===== config.mk =====
export PLATFORM = sky130hd
export DESIGN_NAME = pgtrk_top
export DESIGN_NICKNAME = d
export VERILOG_FILES = /design/src/rtl/pgtrk_pkg.sv /design/src/rtl/pgtrk_snoop.sv /design/src/rtl/pgtrk_bits.sv /design/src/rtl/pgtrk_ctrl.sv /design/src/rtl/pgtrk_top.sv
export SDC_FILE = /design/constraint.sdc
export NUM_CORES = 2
export LEC_CHECK = 0
export ABC_CLOCK_PERIOD_IN_PS = 4100
export BUFFER_PORTS_ARGS = -buffer_cell sky130_fd_sc_hd__buf_4
export CORE_MARGIN = 2
export CORE_UTILIZATION = 30
export CTS_CLUSTER_SIZE = 24
export DETAILED_ROUTE_END_ITERATION = 6
export GPL_ROUTABILITY_DRIVEN = 0
export PLACE_DENSITY = 0.41
export SLEW_MARGIN = 25
export SYNTH_ARGS = -nofsm -noshare
export SYNTH_HDL_FRONTEND = slang
export SYNTH_SLANG_ARGS = --single-unit

===== constraint.sdc =====
create_clock -name clk -period 4.1 [get_ports clk]
set_input_delay 0.615 -clock clk [delete_from_list [all_inputs] [get_ports clk]]
set_output_delay 0.615 -clock clk [all_outputs]
set_load 0.01 [all_outputs]

===== src/rtl/pgtrk_pkg.sv =====
package pgtrk_pkg;

    typedef enum logic [1:0] {
        OP_READ     = 2'b00,
        OP_CLR_MASK = 2'b01,
        OP_CLR_ALL  = 2'b10,
        OP_RSVD     = 2'b11
    } io_op_e;

    localparam int FLAG_HIT   = 0;
    localparam int FLAG_DIRTY = 1;
    localparam int FLAG_W     = 2;

endpackage


===== src/rtl/pgtrk_snoop.sv =====
module pgtrk_snoop #(
    parameter int ADDR_W     = 20,
    parameter int PAGE_SHIFT = 12,
    parameter int PAGE_W     = ADDR_W - PAGE_SHIFT
) (
    input  logic              clk,
    input  logic              rst_n,
    input  logic              bus_valid,
    input  logic              bus_write,
    input  logic [ADDR_W-1:0] bus_addr,
    output logic              upd_valid,
    output logic              upd_write,
    output logic [PAGE_W-1:0] upd_page
);

    typedef struct packed {
        logic              valid;
        logic              write;
        logic [PAGE_W-1:0] page;
    } snp_t;

    snp_t snp_d, snp_q;

    // the offset bits never take part in page selection
    logic offset_unused;
    assign offset_unused = ^bus_addr[PAGE_SHIFT-1:0];

    always_comb begin
        snp_d       = snp_q;
        snp_d.valid = bus_valid;
        snp_d.write = bus_valid & bus_write;
        if (bus_valid) begin
            snp_d.page = bus_addr[ADDR_W-1:PAGE_SHIFT];
        end
    end

    always_ff @(posedge clk) begin
        if (!rst_n) begin
            snp_q <= '0;
        end else begin
            snp_q <= snp_d;
        end
    end

    assign upd_valid = snp_q.valid;
    assign upd_write = snp_q.write;
    assign upd_page  = snp_q.page;

    // the captured page is the upper address field of the sampled access
    a_r2_page_capture: assert property (@(posedge clk) disable iff (!rst_n)
        bus_valid |=> (upd_valid && upd_page == $past(bus_addr[ADDR_W-1:PAGE_SHIFT])));

    // no update is produced without a bus access
    a_r2_no_phantom: assert property (@(posedge clk) disable iff (!rst_n)
        !bus_valid |=> !upd_valid);

endmodule


===== src/rtl/pgtrk_bits.sv =====
module pgtrk_bits
    import pgtrk_pkg::*;
#(
    parameter int PAGE_W = 8,
    parameter int NPAGES = 1 << PAGE_W
) (
    input  logic              clk,
    input  logic              rst_n,
    input  logic              upd_valid,
    input  logic              upd_write,
    input  logic [PAGE_W-1:0] upd_page,
    input  logic              clr_valid,
    input  logic [PAGE_W-1:0] clr_page,
    input  logic [FLAG_W-1:0] clr_mask,
    input  logic [PAGE_W-1:0] rd_page,
    output logic [FLAG_W-1:0] rd_flags
);

    typedef struct packed {
        logic [NPAGES-1:0] hit_v;
        logic [NPAGES-1:0] dirty_v;
    } flags_t;

    flags_t fl_d, fl_q;

    always_comb begin
        fl_d = fl_q;
        // clear first, then the snooped update, so the update wins a collision
        if (clr_valid) begin
            fl_d.hit_v[clr_page]   = fl_q.hit_v[clr_page]   & ~clr_mask[FLAG_HIT];
            fl_d.dirty_v[clr_page] = fl_q.dirty_v[clr_page] & ~clr_mask[FLAG_DIRTY];
        end
        if (upd_valid) begin
            fl_d.hit_v[upd_page] = 1'b1;
            if (upd_write) begin
                fl_d.dirty_v[upd_page] = 1'b1;
            end
        end
    end

    always_ff @(posedge clk) begin
        if (!rst_n) begin
            fl_q <= '0;
        end else begin
            fl_q <= fl_d;
        end
    end

    // read port forwards an update that has not been written yet
    logic [FLAG_W-1:0] fwd;
    always_comb begin
        fwd = '0;
        if (upd_valid && upd_page == rd_page) begin
            fwd[FLAG_HIT]   = 1'b1;
            fwd[FLAG_DIRTY] = upd_write;
        end
        rd_flags = {fl_q.dirty_v[rd_page], fl_q.hit_v[rd_page]} | fwd;
    end

    // any access leaves the hit flag set
    a_r3_access_sets_hit: assert property (@(posedge clk) disable iff (!rst_n)
        upd_valid |=> fl_q.hit_v[$past(upd_page)]);

    // a write leaves both flags set
    a_r3_write_sets_dirty: assert property (@(posedge clk) disable iff (!rst_n)
        (upd_valid && upd_write) |=> (fl_q.hit_v[$past(upd_page)] && fl_q.dirty_v[$past(upd_page)]));

    // selected flags are gone after a clear with no colliding update
    a_r5_clear_mask: assert property (@(posedge clk) disable iff (!rst_n)
        (clr_valid && !(upd_valid && upd_page == clr_page))
        |=> (({fl_q.dirty_v[$past(clr_page)], fl_q.hit_v[$past(clr_page)]} & $past(clr_mask)) == 2'b00));

    // a colliding update survives the clear
    a_r6_update_wins: assert property (@(posedge clk) disable iff (!rst_n)
        (clr_valid && upd_valid && upd_page == clr_page) |=> fl_q.hit_v[$past(clr_page)]);

endmodule


===== src/rtl/pgtrk_ctrl.sv =====
module pgtrk_ctrl
    import pgtrk_pkg::*;
#(
    parameter int PAGE_W = 8,
    parameter int NPAGES = 1 << PAGE_W
) (
    input  logic              clk,
    input  logic              rst_n,
    input  logic              io_req,
    input  logic [1:0]        io_op,
    input  logic [PAGE_W-1:0] io_page,
    input  logic [FLAG_W-1:0] io_mask,
    input  logic [FLAG_W-1:0] rd_flags,
    output logic [PAGE_W-1:0] rd_page,
    output logic              clr_valid,
    output logic [PAGE_W-1:0] clr_page,
    output logic [FLAG_W-1:0] clr_mask,
    output logic              io_rvalid,
    output logic [FLAG_W-1:0] io_rdata,
    output logic              busy
);

    localparam logic [PAGE_W-1:0] LAST_PAGE = PAGE_W'(NPAGES - 1);

    typedef struct packed {
        logic              busy;
        logic [PAGE_W-1:0] sweep;
        logic              rvalid;
        logic [FLAG_W-1:0] rdata;
    } ctl_t;

    ctl_t   ctl_d, ctl_q;
    io_op_e op;
    logic   accept;

    always_comb begin
        op        = io_op_e'(io_op);
        accept    = io_req && !ctl_q.busy;
        ctl_d     = ctl_q;
        rd_page   = io_page;
        clr_valid = 1'b0;
        clr_page  = io_page;
        clr_mask  = '0;

        ctl_d.rvalid = accept && (op == OP_READ);
        if (accept && op == OP_READ) begin
            ctl_d.rdata = rd_flags;
        end

        if (ctl_q.busy) begin
            clr_valid = 1'b1;
            clr_page  = ctl_q.sweep;
            clr_mask  = '1;
            if (ctl_q.sweep == LAST_PAGE) begin
                ctl_d.busy  = 1'b0;
                ctl_d.sweep = '0;
            end else begin
                ctl_d.sweep = ctl_q.sweep + 1'b1;
            end
        end else if (accept && op == OP_CLR_MASK) begin
            clr_valid = 1'b1;
            clr_mask  = io_mask;
        end else if (accept && op == OP_CLR_ALL) begin
            ctl_d.busy  = 1'b1;
            ctl_d.sweep = '0;
        end
    end

    always_ff @(posedge clk) begin
        if (!rst_n) begin
            ctl_q <= '0;
        end else begin
            ctl_q <= ctl_d;
        end
    end

    assign io_rvalid = ctl_q.rvalid;
    assign io_rdata  = ctl_q.rdata;
    assign busy      = ctl_q.busy;

    // an accepted read is answered on the next cycle
    a_r4_read_answered: assert property (@(posedge clk) disable iff (!rst_n)
        (io_req && !busy && io_op == 2'b00) |=> io_rvalid);

    // nothing is answered for a command seen during a sweep
    a_r8_busy_drops: assert property (@(posedge clk) disable iff (!rst_n)
        busy |=> !io_rvalid);

    // the reserved opcode produces no answer and starts nothing
    a_r10_reserved_inert: assert property (@(posedge clk) disable iff (!rst_n)
        (io_req && !busy && io_op == 2'b11) |=> (!io_rvalid && !busy));

    // a sweep ends only after the last page
    a_r7_sweep_end: assert property (@(posedge clk) disable iff (!rst_n)
        $fell(busy) |-> ($past(ctl_q.sweep) == LAST_PAGE));

    // a sweep begins at page zero
    a_r7_sweep_start: assert property (@(posedge clk) disable iff (!rst_n)
        $rose(busy) |-> (ctl_q.sweep == '0));

endmodule


===== src/rtl/pgtrk_top.sv =====
module pgtrk_top
    import pgtrk_pkg::*;
#(
    parameter int ADDR_W     = 20,
    parameter int PAGE_SHIFT = 12
) (
    input  logic                         clk,
    input  logic                         rst_n,
    input  logic                         bus_valid,
    input  logic                         bus_write,
    input  logic [ADDR_W-1:0]            bus_addr,
    input  logic                         io_req,
    input  logic [1:0]                   io_op,
    input  logic [ADDR_W-PAGE_SHIFT-1:0] io_page,
    input  logic [1:0]                   io_mask,
    output logic                         io_rvalid,
    output logic [1:0]                   io_rdata,
    output logic                         busy
);

    localparam int PAGE_W = ADDR_W - PAGE_SHIFT;
    localparam int NPAGES = 1 << PAGE_W;

    logic              upd_valid, upd_write;
    logic [PAGE_W-1:0] upd_page;
    logic              clr_valid;
    logic [PAGE_W-1:0] clr_page, rd_page;
    logic [FLAG_W-1:0] clr_mask, rd_flags;

    pgtrk_snoop #(
        .ADDR_W    (ADDR_W),
        .PAGE_SHIFT(PAGE_SHIFT),
        .PAGE_W    (PAGE_W)
    ) u_snoop (
        .clk      (clk),
        .rst_n    (rst_n),
        .bus_valid(bus_valid),
        .bus_write(bus_write),
        .bus_addr (bus_addr),
        .upd_valid(upd_valid),
        .upd_write(upd_write),
        .upd_page (upd_page)
    );

    pgtrk_bits #(
        .PAGE_W(PAGE_W),
        .NPAGES(NPAGES)
    ) u_bits (
        .clk      (clk),
        .rst_n    (rst_n),
        .upd_valid(upd_valid),
        .upd_write(upd_write),
        .upd_page (upd_page),
        .clr_valid(clr_valid),
        .clr_page (clr_page),
        .clr_mask (clr_mask),
        .rd_page  (rd_page),
        .rd_flags (rd_flags)
    );

    pgtrk_ctrl #(
        .PAGE_W(PAGE_W),
        .NPAGES(NPAGES)
    ) u_ctrl (
        .clk      (clk),
        .rst_n    (rst_n),
        .io_req   (io_req),
        .io_op    (io_op),
        .io_page  (io_page),
        .io_mask  (io_mask),
        .rd_flags (rd_flags),
        .rd_page  (rd_page),
        .clr_valid(clr_valid),
        .clr_page (clr_page),
        .clr_mask (clr_mask),
        .io_rvalid(io_rvalid),
        .io_rdata (io_rdata),
        .busy     (busy)
    );

endmodule


* Word-level counts from Yosys, hierarchy flattened
Index checks and enable logic that the tools add are counted.
Storage, ports and cells: register bits 534, input port bits 37, output and inout bits 4, word-level logic and storage cells 67
Cells by class: add/subtract/negate cells 1, order comparisons 5, eq/ne operators 5, mux-type cells 28, bitwise operators 8, reductions and logical operators 11
Operators by type and width (number):
- 512-bit 2-to-1 mux | 2
- 256-bit bitwise mux | 2
- 256-bit bitwise OR | 2
- 256-bit 2-to-1 mux | 1
- 1-bit binary-select mux with 8-bit select | 4
- 8-bit by 9-bit less-than comparator with 1-bit output, second input constant | 3
- 9-bit 2-to-1 mux | 3
- 1-bit demux with 8-bit select | 2
- 8-bit by 1-bit greater-or-equal comparator with 1-bit output, second input constant | 2
- 8-bit 2-to-1 mux | 2
- 1-bit 2-to-1 mux | 9
- 8-bit by 1-bit adder with 8-bit output, second input constant | 1
- 8-bit equality test | 1
- 8-bit equality test, second input constant | 1
- 1-bit logical AND | 7
- 2-bit 2-to-1 mux | 3
- 1-bit bitwise AND | 3
- 2-bit by 1-bit equality test with 1-bit output, second input constant | 1
- 2-bit equality test, second input constant | 1
- 2-bit zero test | 1
- 2-bit by 1-bit inequality test with 1-bit output, second input constant | 1
- 1-bit inverter | 2
- 2-bit bitwise OR | 1
- 2-bit AND reduction | 1
- other kinds (2) | 2

* Logic depth before layout (Yosys ltp)
word-level depth 12, depth in mapped cells 17, mapped depth without buffers 8

* Cells and area by module
Synthesis repeated with hierarchy kept, for this count alone.
Unflattened totals: cell total of the unflattened synthesis 3639, area, all modules 33593.5 um^2
Modules (own cells, without submodules):
- pgtrk_bits | times used 1, cells each 3520, area each 32438.6 um^2, sequential area each 10249.8 um^2
- pgtrk_ctrl | times used 1, cells each 90, area each 798.3 um^2, sequential area each 240.2 um^2
- pgtrk_snoop | times used 1, cells each 29, area each 356.6 um^2, sequential area each 200.2 um^2

* Least setup slack after synthesis
OpenSTA, ideal clock, no wires.
kind input -> register, start in io_page[0], end reg u_ctrl.ctl_q, in the netlist u_ctrl.io_rdata[1], setup time 0.127 ns, data arrival time 3.430 ns, data required time 3.973 ns, setup slack 0.543 ns, cell stages on the path 9, buffers on the path 3, cells stage by stage buf_2 clkbuf_1 buf_1 mux4_2 mux4_2 a2111oi_0 a31oi_1 o211ai_1 a31oi_1
On the way: cells in the longest elaborated chain, start to end 4, elaborated cells between the ends (all ways) 6, classes of those cells eq/ne: 1; mux: 3; bitwise: 1; reduce/logical: 1
RTL lines:
- from (decl) | RTL line pgtrk_top.sv:14 | input logic [ADDR_W-PAGE_SHIFT-1:0] io_page,
- parallel branches: the longest is 3 deep, another holds 1-bit binary-select mux with 8-bit select
- 2-bit bitwise OR (*) | RTL line pgtrk_bits.sv:57 | rd_flags = {fl_q.dirty_v[rd_page], fl_q.hit_v[rd_page]} | fwd;
- to (signal assigned) | RTL line pgtrk_ctrl.sv:73 | ctl_q <= ctl_d;
- to (decl) | RTL line pgtrk_ctrl.sv:32 | ctl_t ctl_d, ctl_q;
Mark *: on every way between the ends. The select of a mux whose other input is x is not followed. A chain may end at the register's enable or synchronous reset.

* Worst setup path in the final report
start reg u_ctrl.ctl_q, in the netlist u_ctrl.busy, end reg u_bits.fl_q[284] (netlist bit)
On the way: cells in the longest elaborated chain, start to end 11, elaborated cells between the ends (all ways) 21, classes of those cells order compare: 2; mux: 12; bitwise: 3; reduce/logical: 4
RTL lines:
- parallel branches: the longest is 8 deep, another holds 256-bit bitwise mux
- 512-bit 2-to-1 mux (*) | RTL line pgtrk_bits.sv:29 | if (clr_valid) begin
- 256-bit bitwise OR (no source line)
- 512-bit 2-to-1 mux (*) | RTL line pgtrk_bits.sv:33 | if (upd_valid) begin
- to (signal assigned) | RTL line pgtrk_bits.sv:45 | fl_q <= fl_d;
- to (decl) | RTL line pgtrk_bits.sv:24 | flags_t fl_d, fl_q;
Marks and branches as above.

==> results.yml <==
routing:
  drc: 3
  drtIter0Drc: 3833
  ant_nets: 0
  vias_per_cell: 6.38
  wl_mm: 156
  post_drt_wl_per_cell_um: 31.9
  firstDrtPassIters: 7
  dr_total_vias: 31300
layout:
  layout-drive-gt1-share_pct: 20.4
  fin_nets: 3502
  fin_area_um2: 37300
  syn_to_final_growth_pct: 16.5
worst_setup_path:
  worstPathArrival_ns: 4.55
  r2r_slack_ns: 0.06
  worstSetupStartpoint: "u_ctrl.busy"
  crit_path_cell_trace: "buf_4, mux2_2, mux4_2, mux2i_1, nor3_1, or4_1, a211oi_2, and4_4, buf_12, buf_12, o21ai_0"
  cp_max_fo: 32
  cp_top_family: "multiplexers"
  cp-start-kind: "register"
  reg2reg_to: "u_bits.fl_q[284]"
  crit_slowest_cell: "or4_1"
  r2r-start: "u_ctrl.busy"
  worst_path_most_repeated_cell: "buf_12"
  critPathCaptureType: "register"
  crit_type: "reg -> reg"
  slowest_delay_ns: 0.67
  worst_ep_required_time_ns: 4.61
  r2r_cells: 11
  crit_buf_inv: 3
clocking:
  clock_latency_ns: 0.65
  clock-sinks: 534
  clockBufferDepth: 3
  cts_made_buffers: 68
  path_clk_slew_ns: 0.06
  ctsHtreeMaxLevel: 3
  hold_buffers: 0
  cts_tree: "done"
  cts_root_buffer: "clkbuf_16"
logic_synthesis:
  yosys-top-cells-area: "dfxtp_1 (33%), mux4_2 (17%), nand2_1 (8.6%)"
  syn-cell-area_um2: 32000
  synth_top_area_share_pct: 33.4
  yosysSeqAreaShare_pct: 33.4
  synth_compound_area_share_pct: 21.4
  avgSynthCellArea_um2: 9.12
  synth-xor-area-share_pct: 0.329
  synthAdderAreaFrac_pct: 0.0391
  ys_ff_latch: 534
  synth_top_family_by_area: "multiplexers"
  synth_mux_area_share_pct: 24.4
  ys_warn_count: 0
  yosys.area.top_type: "dfxtp_1"
  async_reset_ff_share_pct: 0
  synth_flop_cell: "dfxtp_1"
  syn-num-nets: 3545
  synth_edf_count: 0
  synth-simple-area-share_pct: 14.8
  synth_cells: 3507
  synthDistinctLibCells: 72
floorplanning:
  core_um2: 106000
  ios: 41
  start_util_pct: 30.3
  rows: 119
  die_w_um: 331
  die_y_um: 331
  dieArea_um2: 109000
sta:
  grt_setup_unrepaired: "no"
  tns_ns: 0
  period_share_pct: 98.6
  clock_skew_ns: 0.0268
  finalSetupViolations: 0
  worstMarginPinSlew_ns: 1.07
  drv_slew: 0
  finalHoldViolations: 0
  relSlewSlack_pct: 28.5
  period_needed_ns: 4.04
  fmax_ghz: 0.247
power:
  power.share.clock_pct: 47.4
  powerDensity_nw_per_um2: 352
  intPower_mw: 9.38
  seqPwrFrac_pct: 39.9
  combPwrFrac_pct: 12.7
  peakVddDrop_v: 0.000286
  finalPower_mw: 13.1
  netSwitchingFraction_pct: 28.5
  p_sw_mw: 3.74
  p_leak_nw: 12.5
placement:
  portBuffers: 28
  hpwl_mm: 107
  postPlaceCellArea_um2: 34900
grt:
  overflow: 0
  antenna_found_initial: 4
  grt_pass1_wl_mm: 224
  grt_max_degree: 127
  grt_usage_pct: 28.1
  grt_pass1_vias: 30100
run:
  max-cap-violations: 0
outcome:
  violations: "design-rule violations"
  outcome: "finished with violations"
worst_hold_path:
  hp-class: "in -> reg"
  holdPathStages: 3
  hold_path_end: "u_snoop.upd_page[0]"
  hp-start: "bus_addr[12]"
flip-flops by register name, summed over array words and instances, names as in the netlist:
signal,cells
u_snoop.upd_write,1
u_snoop.upd_page,8
u_ctrl.io_rdata,2
u_ctrl.busy,1
u_ctrl.io_rvalid,1
u_snoop.upd_valid,1
u_ctrl.ctl_q,8
u_bits.fl_q,512
final cells by class:
class | instances | area (um^2)
Multi-Input combinational cell | 2573 | 19900
Fill cell | 10600 | 68300
Inverter | 5 | 26.3
Timing Repair Buffer | 282 | 2690
Clock buffer | 107 | 2140
Antenna cell | 1 | 2.50
Clock inverter | 12 | 113
Sequential cell | 534 | 10700
Tap cell | 1391 | 1740
cell usage after synthesis (5+ instances only):
cell         n
nor2_1     119
a311oi_1     8
and3_1       5
o31ai_1    217
a31oi_1     11
xor2_1       5
buf_2       68
nor4_1       5
dfxtp_1    534
mux2_2       9
a32oi_1    239
buf_6        6
nand4_1     31
mux4_2     237
o31ai_2     10
nand3b_1     7
buf_1       39
a21oi_1    272
a2bb2oi_1   32
a22oi_1     90
o21ai_0     42
nor3_1      27
nand2_1    729
nand3_1    132
nand2b_1    12
clkbuf_1   259
and2_1      21
xnor2_1      7
o22ai_1      6
buf_4       13
buf_8        9
mux2i_1    235
per-stage QoR:
stage	instances	utilization, %	setup WS, ns	hold slack (ns)
2_1_floorplan	3507	-	0.543	0.482
3_3_place_gp	4780	33.1	0.0465	0.497
3_5_place_dp	4781	33.1	0.0444	0.509
4_1_cts	4900	35.2	0.0304	0.176
5_1_grt	4905	35.3	0.00219	0.202
6_report	4905	35.3	0.0569	0.208
metal layers:
layer / track usage (%) / vias to the layer above / wire length (um)
li1: - / 13400 / -
met1: 37.6 / 15900 / 65900
met2: 43.8 / 1667 / 70400
met3: 5.65 / 326 / 12700
met4: 12.8 / 2 / 7310
met5: 0 / - / 13
placed cells by master, fill, tap and decap left out, types with 19 or more instances in the layout:
cell       netlist  final
dfxtp_1        534    533
nand2_1        729    729
buf_12           1     43
nor2_2           0     19
clkbuf_16        0     73
a21oi_1        272    271
nand4_1         31     31
nand3_1        132    132
nor2_1         119     88
clkbuf_8         0     19
mux4_2         237    237
and2_1          21     21
buf_4           13    235
a32oi_1        239    239
o31ai_1        217    217
a22oi_1         90     87
a2bb2oi_1       32     30
o21ai_0         42     41
mux2i_1        235    232
worst max-delay path by stage:
stage / end / slack (ns) / depth (start not counted)
6_report: u_bits.fl_q[284] / 0.06 / 11
5_1_grt: u_bits.fl_q[503] / 0.002 / 12
4_1_cts: u_bits.fl_q[284] / 0.03 / 12
3_5_place_dp: u_bits.fl_q[284] / 0.04 / 12
3_3_place_gp: u_bits.fl_q[502] / 0.05 / 12
2_1_floorplan: u_ctrl.io_rdata[1] / 0.54 / 9
worst register-to-register path, stage by stage, from the launching register on:
cell and delay [ns]:
dfxtp_2 0.48, buf_4 0.23, mux2_2 0.55, mux4_2 0.36
mux2i_1 0.35, nor3_1 0.19, or4_1 0.67, a211oi_2 0.22
and4_4 0.30, buf_12 0.18, buf_12 0.23, o21ai_0 0.15
power groups by stage:
stage / logic (mW) / registers, mW / clock network (mW)
6_report: 1.67 / 5.23 / 6.22
3_3_place_gp: 1.62 / 5.34 / 0
4_1_cts: 1.63 / 5.23 / 6.32
3_5_place_dp: 1.63 / 5.34 / 0
2_1_floorplan: 0.862 / 5.32 / 0
5_1_grt: 1.71 / 5.23 / 6.52
timing repair:
item,CTS,global route
setup buffers,0,4
hold endpoints to repair,0,0
setup endpoints to repair,0,222
resized for setup,0,1
cells by family after synthesis:
family / Yosys count
fa+ha+maj: 1
flops: 534
simple gates: 1119
xor+xnor: 12
compound gates: 959
buf+inv: 400
mux: 482
Power figures use the tool's default switching activity.
